<file path="src/rtl/dotlcd_pkg.sv">
package dotlcd_pkg;
    typedef logic [23:0] rgb_t;
    typedef enum logic [1:0] {
        CLS_FRAME = 2'd0,
        CLS_GAP   = 2'd1,
        CLS_DOT   = 2'd2
    } pix_cls_e;
endpackage

</file>
<file path="src/rtl/dotlcd_locate.sv">
module dotlcd_locate
    import dotlcd_pkg::*;
#(
    parameter int H_RES    = 800,
    parameter int V_RES    = 480,
    parameter int COLS     = 128,
    parameter int ROWS_MAX = 64,
    parameter int CELL     = 6,
    parameter int LIT      = 5,
    parameter int PW       = 10,
    parameter int AW       = 13
) (
    input  logic          mode_tall,
    input  logic [PW-1:0] pix_x,
    input  logic [PW-1:0] pix_y,
    input  logic          pix_de,
    output pix_cls_e      cls,
    output logic          fb_rd,
    output logic [AW-1:0] fb_addr
);
    localparam int IMG_W      = COLS * CELL;
    localparam int TALL_H     = ROWS_MAX * CELL;
    localparam int SHORT_H    = (ROWS_MAX / 2) * CELL;
    localparam logic [PW-1:0] XOFF     = PW'((H_RES - IMG_W) / 2);
    localparam logic [PW-1:0] XEND     = PW'((H_RES - IMG_W) / 2 + IMG_W);
    localparam logic [PW-1:0] YOFF_T   = PW'((V_RES - TALL_H) / 2);
    localparam logic [PW-1:0] YOFF_S   = PW'((V_RES - SHORT_H) / 2);
    localparam logic [PW-1:0] H_T      = PW'(TALL_H);
    localparam logic [PW-1:0] H_S      = PW'(SHORT_H);
    localparam logic [PW-1:0] CELL_V   = PW'(CELL);
    localparam logic [PW-1:0] LIT_V    = PW'(LIT);
    localparam logic [PW-1:0] EDGE_V   = PW'(LIT - 1);

    logic [PW-1:0] yoff, yend, rel_x, rel_y, col_w, row_w, sub_x, sub_y;
    logic          in_img, gap, corner;

    always_comb begin
        yoff   = mode_tall ? YOFF_T : YOFF_S;
        yend   = yoff + (mode_tall ? H_T : H_S);
        in_img = (pix_x >= XOFF) && (pix_x < XEND) && (pix_y >= yoff) && (pix_y < yend);
        rel_x  = pix_x - XOFF;
        rel_y  = pix_y - yoff;
        col_w  = rel_x / CELL_V;
        row_w  = rel_y / CELL_V;
        sub_x  = rel_x % CELL_V;
        sub_y  = rel_y % CELL_V;
        gap    = (sub_x >= LIT_V) || (sub_y >= LIT_V);
        corner = ((sub_x == '0) || (sub_x == EDGE_V)) && ((sub_y == '0) || (sub_y == EDGE_V));
        if (!in_img)            cls = CLS_FRAME;
        else if (gap || corner) cls = CLS_GAP;
        else                    cls = CLS_DOT;
        fb_rd   = pix_de && (cls == CLS_DOT);
        fb_addr = AW'(row_w) * AW'(COLS) + AW'(col_w);
    end
endmodule

</file>
<file path="src/rtl/dotlcd_palette.sv">
module dotlcd_palette
    import dotlcd_pkg::*;
#(
    parameter int NPAL = 4,
    parameter int NENT = 4,
    parameter int PSW  = $clog2(NPAL),
    parameter int ESW  = $clog2(NENT)
) (
    input  logic               clk,
    input  logic               rst_n,
    input  logic               cfg_we,
    input  logic [PSW+ESW-1:0] cfg_addr,
    input  logic [23:0]        cfg_data,
    input  logic [PSW-1:0]     rd_pal,
    input  logic [ESW-1:0]     rd_ent,
    output rgb_t               rd_rgb
);
    localparam int TOTAL = NPAL * NENT;

    rgb_t pal_d [TOTAL];
    rgb_t pal_q [TOTAL];

    function automatic rgb_t reset_entry(int idx);
        logic [7:0] lvl;
        lvl = 8'((idx % NENT) * (255 / (NENT - 1)));
        return {lvl, lvl, lvl};
    endfunction

    always_comb begin
        for (int i = 0; i < TOTAL; i++) pal_d[i] = pal_q[i];
        if (cfg_we) pal_d[cfg_addr] = cfg_data;
        rd_rgb = pal_q[{rd_pal, rd_ent}];
    end

    always_ff @(posedge clk) begin
        if (!rst_n) begin
            for (int i = 0; i < TOTAL; i++) pal_q[i] <= reset_entry(i);
        end else begin
            for (int i = 0; i < TOTAL; i++) pal_q[i] <= pal_d[i];
        end
    end

    AST_CFG_WRITE: assert property (@(posedge clk) disable iff (!rst_n)
        cfg_we |=> (pal_q[$past(cfg_addr)] == $past(cfg_data)));
endmodule

</file>
<file path="src/rtl/dotlcd_render.sv">
module dotlcd_render
    import dotlcd_pkg::*;
#(
    parameter int H_RES    = 800,
    parameter int V_RES    = 480,
    parameter int COLS     = 128,
    parameter int ROWS_MAX = 64,
    parameter int CELL     = 6,
    parameter int LIT      = 5,
    parameter int NPAL     = 4,
    parameter int NENT     = 4,
    parameter int PW       = $clog2(H_RES),
    parameter int AW       = $clog2(COLS * ROWS_MAX),
    parameter int PSW      = $clog2(NPAL),
    parameter int ESW      = $clog2(NENT)
) (
    input  logic               clk,
    input  logic               rst_n,
    input  logic               mode_tall,
    input  logic [PSW-1:0]     pal_sel,
    input  logic [23:0]        frame_rgb,
    input  logic               cfg_we,
    input  logic [PSW+ESW-1:0] cfg_addr,
    input  logic [23:0]        cfg_data,
    input  logic [PW-1:0]      pix_x,
    input  logic [PW-1:0]      pix_y,
    input  logic               pix_de,
    output logic               fb_rd,
    output logic [AW-1:0]      fb_addr,
    input  logic [ESW-1:0]     fb_data,
    output logic [23:0]        rgb_out,
    output logic               de_out
);
    typedef struct packed {
        pix_cls_e cls;
        logic     de;
        rgb_t     rgb;
        logic     de_o;
    } pipe_t;

    pipe_t          s_d, s_q;
    pix_cls_e       cls_loc;
    logic [ESW-1:0] ent;
    rgb_t           pal_rgb;

    dotlcd_locate #(
        .H_RES(H_RES), .V_RES(V_RES), .COLS(COLS), .ROWS_MAX(ROWS_MAX),
        .CELL(CELL), .LIT(LIT), .PW(PW), .AW(AW)
    ) u_locate (
        .mode_tall(mode_tall), .pix_x(pix_x), .pix_y(pix_y), .pix_de(pix_de),
        .cls(cls_loc), .fb_rd(fb_rd), .fb_addr(fb_addr)
    );

    dotlcd_palette #(.NPAL(NPAL), .NENT(NENT), .PSW(PSW), .ESW(ESW)) u_palette (
        .clk(clk), .rst_n(rst_n), .cfg_we(cfg_we), .cfg_addr(cfg_addr),
        .cfg_data(cfg_data), .rd_pal(pal_sel), .rd_ent(ent), .rd_rgb(pal_rgb)
    );

    always_comb begin
        s_d     = s_q;
        s_d.cls = cls_loc;
        s_d.de  = pix_de;
        ent     = (s_q.cls == CLS_DOT) ? fb_data : '0;
        if (!s_q.de)                  s_d.rgb = '0;
        else if (s_q.cls == CLS_FRAME) s_d.rgb = frame_rgb;
        else                          s_d.rgb = pal_rgb;
        s_d.de_o = s_q.de;
    end

    always_ff @(posedge clk) begin
        if (!rst_n) s_q <= '{cls: CLS_FRAME, de: 1'b0, rgb: '0, de_o: 1'b0};
        else        s_q <= s_d;
    end

    assign rgb_out = s_q.rgb;
    assign de_out  = s_q.de_o;

    logic [1:0] warm_q;
    always_ff @(posedge clk) begin
        if (!rst_n)               warm_q <= '0;
        else if (warm_q != 2'd2)  warm_q <= warm_q + 2'd1;
    end

    AST_DE_DELAY: assert property (@(posedge clk) disable iff (!rst_n)
        (warm_q == 2'd2) |-> (de_out == $past(pix_de, 2)));
    AST_BLANK_BLACK: assert property (@(posedge clk) disable iff (!rst_n)
        !de_out |-> (rgb_out == '0));
    AST_READ_ENABLED: assert property (@(posedge clk) disable iff (!rst_n)
        fb_rd |-> pix_de);
    AST_ADDR_RANGE: assert property (@(posedge clk) disable iff (!rst_n)
        fb_rd |-> (int'(fb_addr) < (mode_tall ? COLS * ROWS_MAX : COLS * ROWS_MAX / 2)));
endmodule

</file>
<file path="config.mk">
export PLATFORM = sky130hd
export DESIGN_NAME = dotlcd_render
export DESIGN_NICKNAME = d
export VERILOG_FILES = /design/src/rtl/dotlcd_pkg.sv /design/src/rtl/dotlcd_locate.sv /design/src/rtl/dotlcd_palette.sv /design/src/rtl/dotlcd_render.sv
export SDC_FILE = /design/constraint.sdc
export NUM_CORES = 1
export LEC_CHECK = 0
export ABC_AREA = 1
export BUFFER_PORTS_ARGS = -buffer_cell sky130_fd_sc_hd__buf_4
export CAP_MARGIN = 25
export CELL_PAD_IN_SITES_DETAIL_PLACEMENT = 1
export CELL_PAD_IN_SITES_GLOBAL_PLACEMENT = 1
export CORE_MARGIN = 4
export CORE_UTILIZATION = 35
export CTS_CLUSTER_DIAMETER = 80
export DETAILED_ROUTE_END_ITERATION = 6
export PLACE_DENSITY = 0.64
export SLEW_MARGIN = 15
export SYNTH_ARGS = -nofsm -noshare
export SYNTH_HDL_FRONTEND = slang
export SYNTH_HIERARCHICAL = 1
export SYNTH_SLANG_ARGS = --single-unit
</file>
<file path="constraint.sdc">
create_clock -name clk -period 4.6 [get_ports clk]
set_input_delay 0.46 -clock clk [delete_from_list [all_inputs] [get_ports clk]]
set_output_delay 0.46 -clock clk [all_outputs]
set_load 0.01 [all_outputs]
</file>
### Word level (Yosys, flattened, before mapping)

Memories as Yosys holds them, arrays and structs flattened.
Cells that the tools add are included.

* memories kept: 1
* output and inout bits: 39
* logic and storage cells: 84
* bits of input ports: 81
* register bits after elaboration: 28
* bits in writable memories: 384

Memory list
* u_palette.pal_q: words 16, bits a word 24, read ports 17, clocked after Yosys merged registers in 0, wr ports 16, line dotlcd_palette.sv:21 `rgb_t pal_q [TOTAL];`

* mux-type cells: 28
* $lt $le $gt $ge: 8
* add/sub/neg operators: 4
* bitwise gates (word level): 17
* divide/modulo/power cells: 4
* reduce and logical (&&, ||, !) cells: 14
* equal/unequal tests: 4

Operators with widths (count)
* 2-to-1 mux 24 bit: 18
* bitwise mux 384 bit: 1
* 2-to-1 mux 384 bit: 1
* demux 24 bit (select 4 bit): 1
* divider 10 x 3 -> 10 bit, second input constant: 2
* == test 10 x 3 -> 1 bit, second input constant: 2
* >= comparator 10 x 3 -> 1 bit, second input constant: 2
* zero test 10 bit: 2
* remainder unit 10 x 3 -> 10 bit, second input constant: 2
* OR 1 bit: 16
* adder 13 x 10 -> 13 bit: 1
* adder 10 bit: 1
* >= comparator 10 bit: 1
* >= comparator 10 x 5 -> 1 bit, second input constant: 1
* < comparator 10 bit: 1
* < comparator 10 bit, second input constant: 1
* subtractor 10 bit: 1
* subtractor 10 x 5 -> 10 bit, second input constant: 1
* 2-to-1 mux 9 bit: 1
* 2-to-1 mux 8 bit: 1
* logical AND 1 bit: 6
* 2-to-1 mux 2 bit: 3
* >= comparator 5 bit, second input constant: 1
* < comparator 5 x 1 -> 1 bit, second input constant: 1
* other kinds (6): 11

### Longest topological paths before layout

Gate-level depths: netlist of run 1.

* word-level depth: 11
* mapped depth: 37
* depth with buffers taken out: 37

### Cells and area by module

The synthesis of run 1 kept the hierarchy.

Modules (own cells, without submodules)
* dotlcd_palette: seq. area each 7687.4 um^2, times used 1, cells an instance 2543, area an instance 17320.4 um^2
* dotlcd_locate: seq. area each 0.0 um^2, times used 1, cells an instance 247, area an instance 1325.0 um^2
* dotlcd_render: seq. area each 560.5 um^2, times used 1, cells an instance 191, area an instance 1298.7 um^2

### Worst setup path after synthesis of run 1

Ideal clock, no wire load.

* kind: input-to-output
* start point: in pix_y[4]
* end point: out fb_rd
* arrival time: 3.397 ns
* required time: 4.140 ns
* buffers on the path: 0
* stages: 32
* path slack: 0.743 ns
* cell sequence: inv_1 > fa_1 > inv_1 > o21ai_2 > nand2_1 > nand2_1 > nand2_1 > nand3_1 > nand2_2 > inv_2 > o21ai_2 > nand2_2 > o21ai_2 > nand2_2 > o21ai_2 > nand2_1 > nand3_1 > nand2_2 > nand2_2 > nand3_1 > nand2_1 > inv_1 > ha_1 > inv_1 > nand2_1 > nand2_1 > nand2_1 > inv_2 > nor2_1 > nand2_1 > nand4_1 > nor2_1

* cells in the longest elaborated chain, start to end: 10
* elaborated cells between the ends (all ways): 17
* classes of those cells: 1 x add/sub; 1 x div; 3 x order compare; 2 x eq/ne; 2 x mux; 8 x reduce/logical

Ends and longest elaborated chain
* start: declaration: line dotlcd_render.sv:26 `input logic [PW-1:0] pix_y,`
* parallel branches: the longest is 7 deep, another holds subtractor 10 bit
* 2-to-1 mux 2 bit *: line dotlcd_locate.sv:49 `if (!in_img) cls = CLS_FRAME;`
* == test 2 bit *: line dotlcd_locate.sv:52 `fb_rd = pix_de && (cls == CLS_DOT);`
* logical AND 1 bit *: line dotlcd_locate.sv:52
* end: declaration: line dotlcd_render.sv:28 `output logic fb_rd,`

Every way passes the cells marked *.

### Worst setup path after layout of run 1

* start point: in mode_tall
* end point: out fb_addr[11]

* cells in the longest elaborated chain, start to end: 4

Ends and longest elaborated chain
* start: declaration: line dotlcd_render.sv:19 `input logic mode_tall,`
* 2-to-1 mux 8 bit: line dotlcd_locate.sv:38 `yoff = mode_tall ? YOFF_T : YOFF_S;`
* subtractor 10 bit: line dotlcd_locate.sv:42 `rel_y = pix_y - yoff;`
* divider 10 x 3 -> 10 bit: line dotlcd_locate.sv:44 `row_w = rel_y / CELL_V;`
* adder 13 x 10 -> 13 bit: line dotlcd_locate.sv:53 `fb_addr = AW'(row_w) * AW'(COLS) + AW'(col_w);`
* end: declaration: line dotlcd_render.sv:29 `output logic [AW-1:0] fb_addr,`

No other way between the ends.

==> out/results.ini, run 1 <==
[finish]
final_core_util_pct = 41.00
layout-drive-gt1-share_pct = 12.49
fin_nets = 3062
finalNonFillerCells = 3762
syn_to_final_growth_pct = 15.92
stdcell_area_sq_um = 23120
multi_input_area_sq_um = 9275
fillers = 7228
seqCellArea_sq_um = 8248

[die]
die_y_microns = 246.7
die_x_microns = 246.7
dieArea_sq_um = 60870
rows = 87
start_util_pct = 35.37
coreArea_sq_um = 56390
io-pin-count = 120

[logic_synthesis]
syn-instance-count = 2981
synth-edff-count = 0
synth_fa_ha_area_share_pct = 0.7905
synthTopCellsByCount = nand2_1, inv_1, dfxtp_1
synth_area_sq_um = 19940
synth_nets = 3074
synth_simple_gate_area_share_pct = 25.25
yosysTopAreaCell = dfxtp_1
ys_seq_elements = 412
async_flop_share_pct = 0
post_synth_xor_area_fraction_pct = 0.3450
synth_compound_area_share_pct = 18.36
ys_types = 34
yosysMostFrequentCell = nand2_1
synth_top_area_share_pct = 41.36
synth_mux_area_share_pct = 0
synth_ff_type = dfxtp_1
postSynthAreaPerCell_sq_um = 6.690
synth_top_family_by_area = simple AND/OR/NAND/NOR gates
ys_seq_area_share_pct = 41.36
ys_warn_count = 6
synth.area.top_cells = dfxtp_1, nand2_1, nand3_1

[global_routing]
gr-total-overflow = 0
grt_max_degree = 210
met1_usage_pct = 30.29
use_met2_pct = 41.93
grt_pass1_wl_microns = 113200
antenna_found_initial = 13
grtUsageTotal_pct = 23.75
grtUsageMet3_pct = 4.251
grt_pass1_vias = 19820
busiest_layer = met2

[run_status]
status = finished clean

[run]
maxCapViolCount = 0

[setup_path]
cp-end-kind = output pin
worst_path_max_delay_cell = fa_2
crit_fanout = 4
critPathMaxStageDelay_ns = 0.39
cp_data_required_time_ns = 4.14
crit_type = in -> out
arrival_ns = 4.00
startpoint_type = primary input
path_common_cell = nand2_2

[routing]
drcViolationCount = 0
dr.pass1.iters = 7
drt-total-wl_microns = 74250
drtIter0Drc = 1157
wire_per_inst_microns = 19.74
vias_per_cell = 5.192
ant_nets = 0
route.vias.total = 19530

[timing]
post-route-period-util_pct = 96.89
hold_violations = 0
relSlewSlack_pct = 29.64
drv_slew = 0
skew_ns = 0.009673
setup_violations = 0
setup_ws_ns = 0.1431
tightest_slew_ns = 1.054
fmax_mhz = 224.4
fin_crit_ns = 4.457

[power_and_ir_drop]
power.internal_mw = 6.268
switchingPower_mw = 2.435
leakagePower_nw = 10.77
vdd_drop_max_mv = 0.2524
power_density_nw_per_um2 = 376.4
share_seq_of_total_power_pct = 42.3
finalPower_mw = 8.703
p_comb_share_pct = 15.7
swShare_pct = 27.97
clock_power_share_pct = 42.0

[place]
hpwl_microns = 43950
dp_cells = 3645
post_dp_cell_area_sq_um = 21040
port_buffers = 119
gp_congestion = 0.8141
place_worst_setup_slack_ns = -0.01988

[clock_network]
h-tree-depth = 2
clock-root-buffer = clkbuf_16
clkTransAtPathRegs_ns = 0.06
ctsHoldBuffers = 0
cts_buffer_depth = 3
cts_tree = built
cts.sink_count = 412
clk-insertion-delay-late_ns = 0.58
cts_made_buffers = 48

[worst_hold_path]
hold_class = in -> reg

metal layers:
layer | routed length, microns | vias up
li1 | - | 9483
met1 | 33280 | 9648
met2 | 36200 | 292
met3 | 3111 | 102
met4 | 1618 | 6
met5 | 41 | -
state kept, by name (all words and copies together), names as in the netlist:
signal,cells
de_out,1
rgb_out,24
s_d,1
s_q,2
u_palette/pal_q,384
power groups by stage:
| stage | combinational, mW | sequential (mW) | clock (mW) |
|---|---|---|---|
| floorplan | 0.779 | 3.75 | 0 |
| global placement | 1.15 | 3.75 | 0 |
| detailed placement | 1.20 | 3.76 | 0 |
| CTS | 1.21 | 3.68 | 3.75 |
| global route | 1.51 | 3.69 | 3.91 |
| finish | 1.37 | 3.68 | 3.66 |
cell families after synthesis:
group,after synthesis
AO/OA/AOI/OAI,683
XOR/XNOR,7
adder cells (fa/ha/maj),12
buffers and inverters,682
flip-flops,412
AND/OR/NAND/NOR,1185
layout make-up:
class	count	share of cell area (%)
Multi-Input combinational cell	1887	40.12
Tap cell	756	4.091
Clock buffer	79	6.267
Sequential cell	412	35.67
Antenna cell	3	0.03247
Inverter	437	7.165
Clock inverter	5	0.1245
Timing Repair Buffer	183	6.527
critical path, delay by kind of cell:
kind	cells	cell delay [ns]
simple gates	12	1.16
buf+inv	5	0.53
fa+ha+maj	3	0.78
xor+xnor	1	0.16
compound gates	6	0.91
metrics by stage:
| step | hold slack [ns] | TNS, ns |
|---|---|---|
| 3_5_place_dp | 0.4440 | -0.01988 |
| 5_1_grt | 0.08166 | -0.3882 |
| 2_1_floorplan | 0.4244 | 0 |
| 6_report | 0.08238 | 0 |
| 4_1_cts | 0.05415 | 0 |
| 3_3_place_gp | 0.4341 | 0 |
path summary, 6_finish.rpt:
kind	from	slack [ns]	endpoint	cells after the start
hold reg to reg	u_palette/pal_q[10][20]	0.45	u_palette/pal_q[10][20]	2
hold / removal	pix_de	0.08	s_d[0]	3
setup reg to reg	s_q[27]	1.51	rgb_out[0]	10
setup / recovery	mode_tall	0.14	fb_addr[11]	27
cells in the final DEF, fill, tap and decap left out, types with 5 or more instances in the layout:
cell,synthesis,final
nor2_1,73,69
nand3_2,4,19
inv_2,10,18
clkbuf_8,0,12
clkinv_2,0,5
nand3_1,385,369
dfxtp_1,412,412
nor2_4,0,6
o211ai_1,71,71
ha_1,11,7
clkbuf_1,135,19
nor2_2,7,5
o21ai_0,320,320
nand2_2,19,38
nand2_4,0,5
o21ai_2,12,9
inv_1,426,413
nand2_1,691,667
a21oi_1,270,266
buf_4,30,171
clkbuf_16,0,49
timing repair:
item,CTS,global route
setup endpoints to repair,1,4
gates cloned,0,0
pin swaps,2,48
resized for setup,2,85
buffers inserted,9,19
Note: power is estimated with default switching activity, not from simulation.
==> run 2: changes to the inputs <==
MAX_ROUTING_LAYER = met4   (was not set)
==> out/results.ini, run 2 (synthesis gave the netlist of run 1 again) <==
[clock_network]
cts_buffer_depth = 3  ; unchanged
clk-insertion-delay-late_ns = 0.58  ; about the same
clkTransAtPathRegs_ns = 0.06  ; about the same
cts.sink_count = 412  ; unchanged
cts_tree = built
h-tree-depth = 2  ; unchanged
cts_made_buffers = 48  ; unchanged
clock-root-buffer = clkbuf_16

[power_and_ir_drop]
switchingPower_mw = 2.435  ; about the same
clock_power_share_pct = 42.0  ; about the same
power.internal_mw = 6.269  ; about the same
power_density_nw_per_um2 = 376.2  ; about the same
vdd_drop_max_mv = 0.2516  ; -0.33%
swShare_pct = 27.97  ; about the same
leakagePower_nw = 10.77  ; unchanged
p_comb_share_pct = 15.7  ; about the same
share_seq_of_total_power_pct = 42.3  ; about the same

[die]
rows = 87  ; unchanged
io-pin-count = 120  ; unchanged
dieArea_sq_um = 60870  ; unchanged
die_x_microns = 246.7  ; unchanged
start_util_pct = 35.37  ; unchanged
die_y_microns = 246.7  ; unchanged
coreArea_sq_um = 56390  ; unchanged

[setup_path]
startpoint_type = primary input
arrival_ns = 4.00  ; about the same
cp-end-kind = output pin
crit_type = in -> out
crit_fanout = 4  ; unchanged
r2r_start = s_q[27]
r2r_end = rgb_out[14]
r2r_cells = 10  ; unchanged
rrSetupSlack_ns = 1.52  ; about the same
cp_data_required_time_ns = 4.14  ; about the same
crit_path_end = fb_addr[11]
crit_start = mode_tall

[worst_hold_path]
hold_class = in -> reg

[place]
gp_congestion = 0.8262  ; +1.5%
hpwl_microns = 43950  ; unchanged
place_worst_setup_slack_ns = -0.01988  ; unchanged
post_dp_cell_area_sq_um = 21040  ; unchanged
dp_cells = 3645  ; unchanged
port_buffers = 119  ; unchanged

[routing]
route.vias.total = 19460  ; -0.38%
vias_per_cell = 5.165  ; -0.52%
drtIter0Drc = 1120  ; -3.2%
drt-total-wl_microns = 74110  ; -0.19%
dr.pass1.iters = 7  ; unchanged
ant_nets = 0  ; unchanged
drcViolationCount = 1  ; +1
wire_per_inst_microns = 19.67  ; -0.32%

[run_status]
status = complete, but fails checks
violations = DRC

[global_routing]
grt_pass1_wl_microns = 113200  ; about the same
antenna_found_initial = 13  ; unchanged
gr-total-overflow = 0  ; unchanged
grt_max_degree = 210  ; unchanged
grt_pass1_vias = 19820  ; -0.010%
grtUsageTotal_pct = 24.43  ; +0.68 points

[finish]
fin_nets = 3062  ; unchanged
syn_to_final_growth_pct = 15.99  ; about the same
layout-drive-gt1-share_pct = 12.49  ; unchanged
final_cell_mix = nand2_1, inv_1, dfxtp_1
seqCellArea_sq_um = 8248  ; unchanged
top_register = u_palette/pal_q
layout_commonest_cell = nand2_1
stdcell_area_sq_um = 23130  ; about the same
largest_reg_flops = 384  ; unchanged
multi_input_area_sq_um = 9275  ; unchanged
finalNonFillerCells = 3767  ; +0.13%
fillers = 7230  ; +0.028%

[timing]
drv_slew = 0  ; unchanged
fmax_mhz = 224.4  ; about the same
fin_crit_ns = 4.457  ; +0.00009000 ns
tightest_slew_ns = 1.049  ; -0.004975 ns
skew_ns = 0.01193  ; +0.002260 ns
fin_setup_tns_ns = 0  ; unchanged
post-route-period-util_pct = 96.89  ; about the same
hold_violations = 0  ; unchanged
setup_violations = 0  ; unchanged
relSlewSlack_pct = 29.97  ; +0.33 points
setup_ws_ns = 0.1431  ; -0.00009000 ns

[run]
maxCapViolCount = 0  ; unchanged

## run 2: changes by cell type in the layout (fill, tap and decap cells not counted)
cell     previous run  this run
diode_2             3         8
## run 2: area by class of cell
type                       instances  share of cell area (%)
clock buffer                      79                   6.264
timing repair buffer             183                   6.523
antenna                            8                 0.08654
inverter                         437                   7.161
clock inverter                     5                  0.1244
tap                              756                   4.089
sequential                       412                   35.66
multi-input combinational       1887                   40.10
## run 2: power groups by stage
| stage | combinational, mW | sequential (mW) | clock (mW) |
|---|---|---|---|
| finish | 1.37 | 3.68 | 3.66 |
| global route | 1.51 | 3.69 | 3.91 |
| CTS | 1.21 | 3.68 | 3.75 |
| detailed placement | 1.20 | 3.76 | 0 |
| global placement | 1.15 | 3.75 | 0 |
| floorplan | 0.779 | 3.75 | 0 |
## run 2: worst min path at each step
stage | from | endpoint | slack [ns] | cells past startpoint
2_1_floorplan | u_palette/pal_q[10][0] | u_palette/pal_q[10][0] | 0.42 | 2
3_3_place_gp | u_palette/pal_q[10][20] | u_palette/pal_q[10][20] | 0.43 | 2
3_5_place_dp | u_palette/pal_q[2][2] | u_palette/pal_q[2][2] | 0.44 | 2
4_1_cts | pix_de | s_d[0] | 0.05 | 3
5_1_grt | pix_de | s_d[0] | 0.08 | 3
6_report | pix_de | s_d[0] | 0.08 | 3
## run 2: stage by stage
step	utilization (%)	hold slack [ns]	total power, mW
floorplan	-	0.4244	4.528
finish	41.02	0.08177	8.703
global route	41.02	0.08166	9.102
global placement	37.26	0.4341	4.902
detailed placement	37.31	0.4440	4.953
CTS	40.05	0.05415	8.646
## run 2: worst max-delay path, cell delays in order
cell and delay (ns):
buf_6 0.11, fa_2 0.39, inv_2 0.09, o21ai_4 0.07, nand2_2 0.09, nand2_2 0.08, nand2_4 0.09, nand3_2 0.07
nand2_2 0.08, inv_2 0.05, o21ai_2 0.13, nand2_2 0.12, o21ai_2 0.16, nand2_2 0.11, o21ai_2 0.21, nand2_2 0.11
o21ai_2 0.15, nand2_2 0.08, buf_6 0.13, o21ai_2 0.19, nand2_2 0.12, nand2_2 0.11, ha_1 0.19, ha_1 0.20
nand3_1 0.10, xor2_1 0.16, buf_4 0.15
## run 2: layer usage
metal | vias up | global-route usage [%] | part of all wire [%]
met2 | 288 | 41.98 | 49
met5 | - | - | 0
met4 | 0 | 5.206 | 2.1
met1 | 9574 | 30.26 | 45
met3 | 100 | 4.229 | 4.0
li1 | 9494 | - | -
## run 2: what timing repair did
item	CTS	global route
endpoints found under the setup margin	1	4
gates cloned	0	0
pin swaps	2	48
gates resized for setup	2	85
setup buffers	9	19
hold buffers	0	0
==> run 3: changes to the inputs <==
PLACE_DENSITY = 0.7   (was 0.64)
==> out/results.ini, run 3 (synthesis gave the netlist of run 1 again) <==
[timing]
post-route-period-util_pct = 99.71  ; +2.8 points
hold_ws_ns = 0.07805  ; -0.003713 ns
relSlewSlack_pct = 27.87  ; -2.1 points
drv_slew = 0  ; unchanged
fmax_mhz = 218.0  ; -2.8%
rsz0062_at_grt = true
setup_ws_ns = 0.01331  ; -0.1297 ns
hold_violations = 0  ; unchanged
setup_violations = 0  ; unchanged
skew_ns = 0.01557  ; +0.003637 ns
fin_crit_ns = 4.587  ; +0.1297 ns
tightest_slew_ns = 1.080  ; +0.03116 ns

[clock_network]
cts_buffer_depth = 3  ; unchanged
h-tree-depth = 2  ; unchanged
clk-insertion-delay-late_ns = 0.58  ; about the same
clkTransAtPathRegs_ns = 0.06  ; about the same
cts_tree = built
ctsHoldBuffers = 0  ; unchanged
cts_made_buffers = 47  ; -2.1%
cts.sink_count = 412  ; unchanged
clock-root-buffer = clkbuf_16

[power_and_ir_drop]
leakagePower_nw = 10.79  ; +0.22%
power.internal_mw = 6.496  ; +3.6%
power_density_nw_per_um2 = 387.7  ; +3.0%
finalPower_mw = 8.959  ; +2.9%
vdd_drop_max_mv = 0.2264  ; -10%
p_comb_share_pct = 14.7  ; -1.0 points
clock_power_share_pct = 44.2  ; +2.2 points
share_seq_of_total_power_pct = 41.1  ; -1.2 points
swShare_pct = 27.49  ; -0.48 points
switchingPower_mw = 2.463  ; +1.2%

[global_routing]
grt_pass1_wl_microns = 113100  ; about the same
grtUsageTotal_pct = 24.25  ; -0.18 points
antenna_found_initial = 11  ; -2
grt_max_degree = 171  ; -19%
grt_pass1_vias = 19840  ; +0.13%
gr-total-overflow = 0  ; unchanged

[routing]
wire_per_inst_microns = 19.60  ; -0.39%
dr.pass1.iters = 5  ; -2
drtIter0Drc = 1400  ; +25%
drt-total-wl_microns = 73600  ; -0.68%
ant_nets = 0  ; unchanged
route.vias.total = 19780  ; +1.7%
vias_per_cell = 5.267  ; +2.0%
drcViolationCount = 0  ; -1

[worst_hold_path]
hold_class = in -> reg

[setup_path]
cp_data_required_time_ns = 4.14  ; about the same
worst_path_max_delay_cell = fa_2
startpoint_type = primary input
path_common_cell = nand2_2
rrSetupSlack_ns = 1.56  ; +0.04 ns
critPathMaxStageDelay_ns = 0.41  ; +0.02 ns
arrival_ns = 4.13  ; +0.13 ns
cp-end-kind = output pin
r2r_end = rgb_out[10]
crit_type = in -> out
crit_start = pix_y[4]
crit_fanout = 5  ; +1
crit_path_end = fb_rd
r2r_start = s_q[27]
r2r_cells = 10  ; unchanged

[finish]
syn_to_final_growth_pct = 15.87  ; about the same
top_register = u_palette/pal_q
layout_commonest_cell = nand2_1
largest_reg_flops = 384  ; unchanged
fillers = 7168  ; -0.86%
final_cell_mix = nand2_1, inv_1, dfxtp_1
seqCellArea_sq_um = 8248  ; unchanged
fin_nets = 3048  ; -0.46%
layout-drive-gt1-share_pct = 11.64  ; -0.85 points
multi_input_area_sq_um = 9186  ; -0.96%
final_core_util_pct = 40.98  ; about the same

[place]
hpwl_microns = 43310  ; -1.5%
port_buffers = 119  ; unchanged
gp_congestion = 0.8371  ; +1.3%
place_worst_setup_slack_ns = -0.1281  ; -0.1083 ns

[run]
maxCapViolCount = 0  ; unchanged

[die]
rows = 87  ; unchanged
die_x_microns = 246.7  ; unchanged
dieArea_sq_um = 60870  ; unchanged
start_util_pct = 35.37  ; unchanged
io-pin-count = 120  ; unchanged
die_y_microns = 246.7  ; unchanged
coreArea_sq_um = 56390  ; unchanged

[run_status]
status = finished clean

[run 3: layer usage]
layer	share of wire, %	track usage, %	vias to the layer above
li1	-	-	9473
met1	45	31.21	9752
met2	46	38.37	424
met3	5.7	4.424	135
met4	3.5	8.627	0
met5	0	-	-
[run 3: cell type report]
class                           count  share of cell area (%)
Clock inverter                     12                  0.7093
Tap cell                          756                   4.093
Timing Repair Buffer              170                   6.210
Clock buffer                       72                   6.286
Sequential cell                   412                   35.69
Inverter                          437                   7.152
Antenna cell                       10                  0.1083
Multi-Input combinational cell   1887                   39.75
[run 3: critical path, delay by kind of cell]
| kind | cells | cell delay, ns |
|---|---|---|
| fa+ha+maj | 2 | 0.64 |
| simple gates | 17 | 1.77 |
| compound gates | 5 | 0.74 |
| buf+inv | 6 | 0.51 |
[run 3: what timing repair did]
action	in CTS	in global routing
setup endpoints to repair	1	3
resized for setup	12	45
buffers inserted	2	10
hold endpoints to repair	0	0
pin swaps	7	36
[run 3: per-stage QoR]
step / cell area [sq um] / TNS (ns) / std cells
finish: 23110 / 0 / 3756
global route: 23100 / -0.8563 / 3754
CTS: 22710 / 0 / 3732
detailed placement: 21040 / -0.1281 / 3646
global placement: 21020 / 0 / 3645
floorplan: 19940 / 0 / 2981
[run 3: power by group through the flow]
stage                     clock network [mW]  logic, mW  registers [mW]
final                                   3.96       1.32            3.68
after global routing                    4.18       1.46            3.69
after CTS                               4.04       1.21            3.68
after detailed placement                   0       1.19            3.76
after global placement                     0       1.14            3.75
after floorplan                            0      0.779            3.75
[run 3: worst min path at each step]
stage / slack [ns] / to / start / depth (start not counted)
2_1_floorplan: 0.42 / u_palette/pal_q[10][0] / u_palette/pal_q[10][0] / 2
6_report: 0.08 / s_d[0] / pix_de / 3
4_1_cts: 0.05 / s_d[0] / pix_de / 3
3_3_place_gp: 0.43 / u_palette/pal_q[10][16] / u_palette/pal_q[10][16] / 2
5_1_grt: 0.09 / s_d[0] / pix_de / 3
3_5_place_dp: 0.44 / u_palette/pal_q[10][22] / u_palette/pal_q[10][22] / 2
